## src/rtl/bmu_pkg.sv

```systemverilog
package bmu_pkg;
  localparam int LANES_DEF  = 2;
  localparam int QBITS_DEF  = 3;
  localparam int MBITS_DEF  = 5;
endpackage

```

## src/rtl/bmu_symbol_map.sv

```systemverilog
module bmu_symbol_map #(
  parameter int LANES = bmu_pkg::LANES_DEF,
  parameter int QBITS = bmu_pkg::QBITS_DEF,
  parameter int MBITS = bmu_pkg::MBITS_DEF
) (
  input  logic [LANES*QBITS-1:0] sym_i,
  output logic [LANES*MBITS-1:0] level_o,
  output logic [LANES-1:0]       hbit_o
);
  localparam logic [MBITS-1:0] MID = MBITS'(1 << QBITS);

  for (genvar i = 0; i < LANES; i++) begin : g_lane
    logic [QBITS-1:0] code;
    logic [MBITS-1:0] odd;
    assign code = sym_i[i*QBITS +: QBITS];
    // level = 2q + 1 - 2^QBITS, an odd value symmetric about zero
    assign odd  = MBITS'({code, 1'b1});
    assign level_o[i*MBITS +: MBITS] = odd - MID;
    assign hbit_o[i] = code[QBITS-1];
  end
endmodule

```

## src/rtl/bmu_metric_sum.sv

```systemverilog
module bmu_metric_sum #(
  parameter int LANES = bmu_pkg::LANES_DEF,
  parameter int MBITS = bmu_pkg::MBITS_DEF,
  localparam int NCW  = 1 << LANES
) (
  input  logic [LANES*MBITS-1:0] level_i,
  input  logic [LANES-1:0]       hbit_i,
  input  logic                   hard_i,
  output logic [NCW*MBITS-1:0]   metric_o
);
  for (genvar c = 0; c < NCW; c++) begin : g_cw
    localparam logic [LANES-1:0] CW = LANES'(c);
    logic signed [MBITS-1:0] acc;
    always_comb begin
      acc = '0;
      for (int i = 0; i < LANES; i++) begin
        if (hard_i) begin
          if (hbit_i[i] == CW[i]) acc = acc + MBITS'(1);
        end else if (CW[i]) begin
          acc = acc + $signed(level_i[i*MBITS +: MBITS]);
        end else begin
          acc = acc - $signed(level_i[i*MBITS +: MBITS]);
        end
      end
    end
    assign metric_o[c*MBITS +: MBITS] = acc;
  end

  for (genvar c = 0; c < NCW/2; c++) begin : g_pair
    logic signed [MBITS:0] pair;
    assign pair = MBITS'(0) + $signed(g_cw[c].acc) + $signed(g_cw[NCW-1-c].acc);
    always_comb begin

      complement_pair_chk: assert (pair == (hard_i ? (MBITS+1)'(LANES) : '0))
        else $error("complement pair %0d sums to %0d", c, pair);
    end
  end
endmodule

```

## src/rtl/bmu_top.sv

```systemverilog
module bmu_top #(
  parameter int LANES = bmu_pkg::LANES_DEF,
  parameter int QBITS = bmu_pkg::QBITS_DEF,
  parameter int MBITS = bmu_pkg::MBITS_DEF,
  localparam int NCW  = 1 << LANES
) (
  input  logic                   clk,
  input  logic                   rst_n,
  input  logic                   in_valid,
  input  logic                   hard_mode,
  input  logic [LANES*QBITS-1:0] sym_i,
  output logic                   out_valid,
  output logic [NCW*MBITS-1:0]   metric_o
);
  logic [1:0] rst_sync_q;
  logic       rst_ok;

  always_ff @(posedge clk or negedge rst_n) begin
    if (!rst_n) rst_sync_q <= '0;
    else        rst_sync_q <= {rst_sync_q[0], 1'b1};
  end
  assign rst_ok = rst_sync_q[1];

  logic [LANES*MBITS-1:0] level;
  logic [LANES-1:0]       hbit;
  logic [NCW*MBITS-1:0]   metric_c;

  bmu_symbol_map #(.LANES(LANES), .QBITS(QBITS), .MBITS(MBITS)) u_map (
    .sym_i(sym_i), .level_o(level), .hbit_o(hbit)
  );

  bmu_metric_sum #(.LANES(LANES), .MBITS(MBITS)) u_sum (
    .level_i(level), .hbit_i(hbit), .hard_i(hard_mode), .metric_o(metric_c)
  );

  logic                 vld_d, vld_q;
  logic [NCW*MBITS-1:0] met_d, met_q;

  always_comb begin
    vld_d = in_valid;
    met_d = in_valid ? metric_c : met_q;
  end

  always_ff @(posedge clk or negedge rst_ok) begin
    if (!rst_ok) begin
      vld_q <= 1'b0;
      met_q <= '0;
    end else begin
      vld_q <= vld_d;
      met_q <= met_d;
    end
  end

  assign out_valid = vld_q;
  assign metric_o  = met_q;


  strobe_follow_chk: assert property (@(posedge clk) disable iff (!rst_ok)
    in_valid |=> out_valid);

  strobe_quiet_chk: assert property (@(posedge clk) disable iff (!rst_ok)
    !in_valid |=> !out_valid);

  idle_hold_chk: assert property (@(posedge clk) disable iff (!rst_ok)
    !in_valid |=> $stable(metric_o));

  reset_clear_chk: assert property (@(posedge clk)
    !rst_ok |-> (!out_valid && metric_o == '0));
endmodule

```

## config.mk

```make
export PLATFORM = sky130hd
export DESIGN_NAME = bmu_top
export DESIGN_NICKNAME = d
export VERILOG_FILES = /design/src/rtl/bmu_pkg.sv /design/src/rtl/bmu_symbol_map.sv /design/src/rtl/bmu_metric_sum.sv /design/src/rtl/bmu_top.sv
export SDC_FILE = /design/constraint.sdc
export NUM_CORES = 1
export LEC_CHECK = 0
export ABC_CLOCK_PERIOD_IN_PS = 2100
export BUFFER_PORTS_ARGS = -buffer_cell sky130_fd_sc_hd__buf_2
export CORE_MARGIN = 1.5
export CORE_UTILIZATION = 54
export DETAILED_ROUTE_END_ITERATION = 8
export GPL_ROUTABILITY_DRIVEN = 0
export PLACE_DENSITY_LB_ADDON = 0.2
export SYNTH_ARGS = -nofsm -noshare
export SYNTH_HDL_FRONTEND = slang
export SYNTH_SLANG_ARGS = --single-unit
```

## constraint.sdc

```tcl
create_clock -name clk -period 2.1 [get_ports clk]
set_clock_uncertainty 0.05 [all_clocks]
set_input_delay 0.105 -clock clk [delete_from_list [all_inputs] [get_ports clk]]
set_output_delay 0.105 -clock clk [all_outputs]
set_load 0.02 [all_outputs]
```

Word level (Yosys, flattened, before mapping)

Index checks and enable logic that the tools add are counted.

Muxes and demuxes: 12
Add/sub/neg operators: 9

Operator list:

| cell                                                               | count |
|---|---|
| 5-bit two-way mux                                                  | 10 |
| 5-bit by 2-bit adder with 5-bit output, second input constant      | 2 |
| 5-bit adder                                                        | 2 |
| 4-bit by 4-bit subtractor with 5-bit output, second input constant | 2 |
| 5-bit subtractor                                                   | 2 |
| 1-bit by 5-bit subtractor with 5-bit output, first input constant  | 1 |
| 1-bit two-way mux                                                  | 2 |

Logic and storage cells: 24
Output and inout bits: 21
Register bits: 23

Depth between registers and ports, before layout

Gate-level depths: netlist of the first run.

Word-level depth: 6
Depth in mapped cells: 10
Depth with buffers taken out: 8

Hierarchy

Synthesis of the first run repeated with hierarchy kept, for this count alone.

Cells, all modules: 182
Area, all modules: 1895.6 um2

By module, submodules not included:

| module         | area each (um2) | seq. area each (um2) | times used | cells each |
|---|---|---|---|---|
| bmu_metric_sum | 907.1           | 0.0                  | 1          | 123 |
| bmu_top        | 902.1           | 575.6                | 1          | 46 |
| bmu_symbol_map | 86.3            | 0.0                  | 1          | 13 |

Least setup slack after synthesis of the first run

No wires, ideal clock.

Path kind: input to register
From: in hard_mode
To: reg met_q[19] (netlist: metric_o[19])
Arrival: 1.403 ns
Path slack: 0.524 ns
Cell stages on the path: 10
Path buffers: 2
Required time: 1.927 ns
Cells stage by stage: buf_2 inv_1 buf_2 nand2_1 xnor2_1 ha_1 a221oi_1 a211o_1 a21oi_1 o2bb2ai_1

Word-level cells in the longest chain between the ends: 4
Elaborated cells on any way between the ends: 5

RTL lines:

| what                                   | line                 | text |
|---|---|---|
| start: declaration                     | bmu_top.sv:10        | `input logic hard_mode,` |
| 5-bit two-way mux                      | bmu_metric_sum.sv:17 | `if (hard_i) begin` |
| 5-bit by 2-bit adder with 5-bit output | bmu_metric_sum.sv:18 | `if (hbit_i[i] == CW[i]) acc = acc + MBITS'(1);` |
| 5-bit two-way mux                      | bmu_metric_sum.sv:18 |  |
| 5-bit two-way mux *                    | bmu_metric_sum.sv:17 |  |
| end signal: assignment                 | bmu_top.sv:50        | `met_q <= met_d;` |
| end: declaration                       | bmu_top.sv:37        | `logic [NCW*MBITS-1:0] met_d, met_q;` |

Mark *: on every way between the ends. The rest lies on a longest branch, timed or not.
A chain may end at the register's enable or synchronous reset.

Worst setup path after layout of the first run

Same ends and word-level chain as after synthesis.

==> results_dict.tcl, run 1 <==
set metrics [dict create \
    setup_tns_ns 0 \
    leakage_nw 0.781 \
    finish.instance_area_um2 1610 \
    worst_hold_slack_ns 0.0479 \
    avgSynthCellArea_um2 9.47 \
    fill_cells 203 \
    grt_max_degree 22 \
    ant_nets 0 \
    die_h_um 54.6 \
    drt-initial-drc-count 31 \
    seq_area_frac_synth_pct 40.0 \
    clkTransAtPathRegs_ns 0.12 \
    multi_input_area_um2 754 \
    dpl-instance-area_um2 1570 \
    cap_viol_max_count 0 \
    wl_per_cell_um 13.3 \
    switching_share_pct 33.7 \
    synth-seq-cells 23 \
    syn_to_final_growth_pct 11.8 \
    yosys_most_used_dff "dfrtp_1" \
    peakVddDrop_mv 0.449 \
    diodes 0 \
    worst_pin_slew_ns 0.828 \
    die_x_um 54.6 \
    power_frac_comb_pct 31.3 \
    min-delay-path-class "in2async" \
    wirelength_um 2770 \
    maxSlewHeadroom_pct 44.8 \
    endpoint_kind "flip-flop" \
    ys_types 38 \
    rsz0062_at_grt "false" \
    drive_gt1_share_pct 24.2 \
    htree_levels 1 \
    dieArea_um2 2990 \
    crit_slowest_cell "a211o_1" \
    clock-sinks 23 \
    worstPathBufferInverterCount 2 \
    start_util_pct 57.6 \
    required_ns 2.24 \
    syn_nets 171 \
    drc 0 \
    grt_pass1_wl_um 4580 \
    netlist_top_cells_area "dfrtp_1, ha_1, xor2_1" \
    synth_edf_count 0 \
    vias_per_cell 5.55 \
    synth_top_area_share_pct 40.0 \
    yosys-top-cells-count "dfrtp_1, nand2_1, nor2_1" \
    cp_top_family "compound AO/OA/AOI/OAI gates" \
    grt_pass1_vias 1113 \
    rows 18 \
    layout.nets 198 \
    fin_crit_ns 1.35 \
    p_sw_uw 352 \
    setup_viol 0 \
    crit_chain "buf_2 > inv_1 > nand2_1 > xnor2_1 > ha_1 > a221oi_1 > a211o_1 > a21oi_1 > o2bb2ai_1" \
    powerDensity_nw_per_um2 648 \
    grt_use_total_pct 21.1 \
    pin_count 31 \
    path_max_fanout 18 \
    worstSkewPairLatency_ns 0.30 \
    antenna_found_initial 0 \
    timing.final.crit_share_pct 64.1 \
    drtPass1Iterations 4 \
    cp-start-kind "input port" \
    cts_tree "built" \
    grt_overflow 0 \
    synth_most_common_cell "dfrtp_1" \
    synth_area_um2 1440 \
    status "finished, final reports clean" \
    vias 1155 \
    slew_violations 0 \
    regArea_um2 576 \
    cts.path.max_buffers 2 \
    fmax_ghz 0.743 \
    synth_cells 152 \
    max_stage_delay_ns 0.29 \
    dp_hpwl_um 2090 \
    cp.arrival_ns 1.49 \
    synth-warning-count 0 \
    critPathKind "in2reg" \
    clock_power_share_pct 18.8 \
    post_cts_buffers 0 \
    async_reset_ff_share_pct 100 \
    root_buffer "clkbuf_4" \
    cell_internal_pwr_uw 692 \
    placement.io_buffers 30 \
    coreArea_um2 2500 \
    hold_violations 0 \
    yosys.area.top_type "dfrtp_1" \
    power_frac_seq_pct 49.9 \
    cts_buffers 3 \
]
final timing paths:
check / startpoint / end / slack, ns / cells after the start
min: rst_n / rst_sync_q[1] / 0.05 / 2
min in group clk: in_valid / out_valid / 0.05 / 1
max reg2reg: rst_sync_q[1] / metric_o[18] / 1.19 / 0
max in group asynchronous: rst_sync_q[1] / metric_o[18] / 1.19 / 0
min reg2reg: rst_sync_q[1] / metric_o[5] / 0.30 / 0
max: hard_mode / metric_o[19] / 0.75 / 9
final cells by class:
| class | count | share of cell area (%) |
|---|---|---|
| Tap cell | 30 | 2.33 |
| Clock buffer | 4 | 1.63 |
| Timing Repair Buffer | 33 | 10.9 |
| Inverter | 11 | 2.56 |
| Multi-Input combinational cell | 107 | 46.9 |
| Sequential cell | 23 | 35.7 |
power groups by stage:
stage	clock network (mW)	logic [mW]	registers, mW
2_1_floorplan	0	0.179	0.590
3_3_place_gp	0	0.322	0.529
3_5_place_dp	0	0.327	0.532
4_1_cts	0.206	0.329	0.523
5_1_grt	0.226	0.365	0.531
6_report	0.196	0.327	0.521
per-stage QoR:
step / setup slack [ns] / cells / total power, mW / util (%)
after floorplan: 0.524 / 152 / 0.769 / -
after global placement: 0.515 / 203 / 0.851 / 63.0
after detailed placement: 0.447 / 203 / 0.859 / 63.0
after CTS: 0.775 / 208 / 1.06 / 64.4
after global routing: 0.536 / 208 / 1.12 / 64.4
final: 0.754 / 208 / 1.04 / 64.4
metal layers:
metal  up-vias  share of wire, %  track usage, %
met5         -                 0               0
met4         0              0.79            6.67
met3         4               5.7            3.28
met2        37                47            35.1
met1       538                47            27.9
li1        576                 -               -
flip-flops by register name, summed over array words and instances, names as in the netlist:
name	count
metric_o	20
rst_sync_q	2
out_valid	1
cell usage in the layout, fill, tap and decap left out, types with 3 or more instances in the layout:
cell	synthesis	layout
inv_1	9	9
nand3_1	5	5
buf_2	4	30
a211oi_1	5	5
nor2b_1	4	4
a21oi_1	6	6
xor2_1	6	6
clkbuf_4	0	3
nand2_1	13	13
ha_1	9	9
nor2_1	11	11
o21ai_0	8	8
o31ai_1	3	3
xnor2_1	5	5
a31oi_1	3	3
dfrtp_1	23	23
o2bb2ai_1	5	5
cells by family (layout without fill, tap and decap cells):
kind of cell,after synthesis,count (layout),share of synthesized area [%]
AND/OR/NAND/NOR,44,44,15.7
buffers and inverters,22,48,7.64
AO/OA/AOI/OAI,38,38,18.5
XOR/XNOR,12,12,7.82
flip-flops,23,23,40.0
adder cells (fa/ha/maj),12,12,10.1
other,1,1,0.260
repair_timing:
action	in CTS	in global routing
hold endpoints to repair	2	0
resized for setup	0	0
hold buffers	1	0
(Power assumes the default switching activity.)
==> inputs of run 2 (changes only) <==
Settings changed: ABC_AREA from default to 1, ABC_CLOCK_PERIOD_IN_PS 2100 to 1300.
Clock period 2.1 ns to 1.3 ns, I/O delays scaled along.
==> run 2 against run 1 <==
  * Global-route usage rose by 1.9 points
  * Combinational power rose by 72%
  * Die area rose by 2.5%
  * Worst setup slack got worse by 0.61 ns
  * Register-to-register slack got worse by 0.61 ns
  * Critical endpoint is now metric_o[4]
  * Utilization rose by 6.6 points
  * Final cell count rose by 31%
  * Clock-buffer cell count did not move
  * Clock power rose by 65%
  * Wire length rose by 18%
==> results_dict.tcl, run 2 <==
set metrics [dict create \
    fmax_ghz 0.866 \
    largest_register_ffs 20 \
    synth_area_um2 1480 \
    drc 0 \
    fin_ws_ns 0.145 \
    syn_nets 212 \
    r2r_cells 2 \
    ff2ff_setup_slack_ns 0.58 \
    yosys_most_used_dff "dfrtp_1" \
    critPathKind "in2reg" \
    seq_area_frac_synth_pct 38.9 \
    drive_gt1_share_pct 28.9 \
    vias 1391 \
    min_to "metric_o[1]" \
    clock-sinks 23 \
    coreArea_um2 2540 \
    cap_viol_max_count 0 \
    synth_cells 193 \
    grt_use_total_pct 23.1 \
    cp.arrival_ns 1.34 \
    endpoint_kind "flip-flop" \
    rsz0062_at_grt "false" \
    rows 18 \
    placement.io_buffers 30 \
    ant_nets 0 \
    drt-initial-drc-count 31 \
    dieArea_um2 3060 \
    required_ns 1.48 \
    start_util_pct 58.1 \
    powerDensity_nw_per_um2 946 \
    antenna_found_initial 0 \
    grt_pass1_wl_um 5730 \
    ys_types 31 \
    drtPass1Iterations 4 \
    hold_path_depth 3 \
    fin_crit_ns 1.15 \
    r2r-start "metric_o[1]" \
    cp-start-kind "input port" \
    hold_violations 0 \
    setup_viol 0 \
    root_buffer "clkbuf_4" \
    yosys-top-cells-count "nand2_1, dfrtp_1, inv_1" \
    dp_cells 265 \
    cts_tree "built" \
    clkTransAtPathRegs_ns 0.11 \
    netlist_top_cells_area "dfrtp_1, nand2_1, ha_1" \
    diodes 0 \
    min-delay-path-class "in2reg" \
    min_from "sym_i[5]" \
    yosys.area.top_type "dfrtp_1" \
    dp_worst_setup_slack_ns -0.0775 \
    grt_overflow 0 \
    synth_most_common_cell "nand2_1" \
    worstSkewPairLatency_ns 0.31 \
    dp_hpwl_um 2610 \
    cts_buffers 3 \
    wl_per_cell_um 12.0 \
    multi_input_area_um2 771 \
    synth_edf_count 0 \
    grt_pass1_vias 1342 \
    regArea_um2 576 \
    leakage_nw 1.07 \
    die_x_um 55.3 \
    layout_commonest_cell "nand2_1" \
    layout.nets 262 \
    power_mw 1.71 \
    status "finished, final reports clean" \
    synth-seq-cells 23 \
    fin_cells 272 \
    vias_per_cell 5.11 \
    slew_violations 0 \
    htree_levels 1 \
    grt_max_degree 25 \
    cts.path.max_buffers 2 \
    avgSynthCellArea_um2 7.66 \
    synth-warning-count 0 \
    rr_endpoint "metric_o[1]" \
    wirelength_um 3260 \
    async_reset_ff_share_pct 100 \
    path_max_fanout 6 \
    die_h_um 55.3 \
    peakVddDrop_mv 1.13 \
    syn_to_final_growth_pct 22.3 \
    final_cell_mix "nand2_1, buf_2, dfrtp_1, inv_1, nand3_1" \
    timing.final.crit_share_pct 88.8 \
    fill_cells 196 \
    pin_count 31 \
    synth_top_area_share_pct 38.9 \
]
## run 2: changes by cell type in the layout (fill, tap and decap cells not counted), sizes merged, moves of 5 or more
cell / change
a211oi: -5
buf: +14
inv: +14
nand2: +62
nand3: +15
nor2b: -6
o2bb2ai: -5
o31ai: -5
xnor2: -5
xor2: -7
## run 2: cell type report
| cell class | instances | area share (%) |
|---|---|---|
| multi-input cells | 142 | 42.6 |
| flip-flops and latches | 23 | 31.8 |
| clock buffers | 4 | 1.45 |
| inverters | 24 | 5.40 |
| repair buffers | 49 | 16.6 |
| well taps | 30 | 2.08 |
## run 2: power breakdown
group	total (mW)	internal (mW)	switching, mW	leakage, nW
combinational	0.563	0.208	0.355	0.756
sequential	0.823	0.788	0.0349	0.294
clock	0.324	0.120	0.204	0.0150
total	1.71	1.12	0.594	1.07
## run 2: critical path: stages
cell,delay [ns]
dlygate4sd3_1,0.52
buf_2,0.12
inv_1,0.05
nor2_1,0.15
buf_4,0.17
o21ai_0,0.09
o21ai_0,0.17
## run 2: timing repair
| action | 4_1_cts | 5_1_grt |
|---|---|---|
| gates resized for setup | 0 | 1 |
| setup endpoints to repair | 0 | 1 |
| buffers inserted | 0 | 0 |
| hold buffers | 3 | 0 |
| endpoints found under the hold margin | 3 | 0 |
## run 2: routing by layer
layer,vias up,wire length [um],global-route usage [%]
met3,12,137,5.85
li1,707,-,-
met4,0,91,9.41
met2,31,1680,41.0
met1,641,1350,26.2
met5,-,0,0
## run 2: worst max path at each step
stage / start / endpoint / slack, ns / cells after the start
after CTS: in_valid / metric_o[4] / 0.14 / 7
after floorplan: hard_mode / metric_o[7] / 0.09 / 10
after global routing: in_valid / metric_o[7] / 0.07 / 8
after detailed placement: hard_mode / metric_o[7] / -0.08 / 9
after global placement: hard_mode / metric_o[6] / -0.01 / 7
final: in_valid / metric_o[4] / 0.15 / 7
## run 2: through the flow
stage	util (%)	setup TNS [ns]	cell area [um^2]	hold WS, ns
after floorplan	-	0	1480	-0.281
after global placement	68.7	-0.0244	1750	-0.200
after detailed placement	68.7	-0.354	1750	-0.199
after CTS	70.9	0	1800	0.0593
after global routing	71.0	0	1810	0.0725
final	71.0	0	1810	0.0642
## run 2: kinds of logic after synthesis
kind of cell,Yosys count,share of synthesized area [%]
AND/OR/NAND/NOR,111,34.1
flip-flops,23,38.9
adder cells (fa/ha/maj),9,7.61
other,1,0.254
buffers and inverters,28,9.22
AO/OA/AOI/OAI,21,9.90
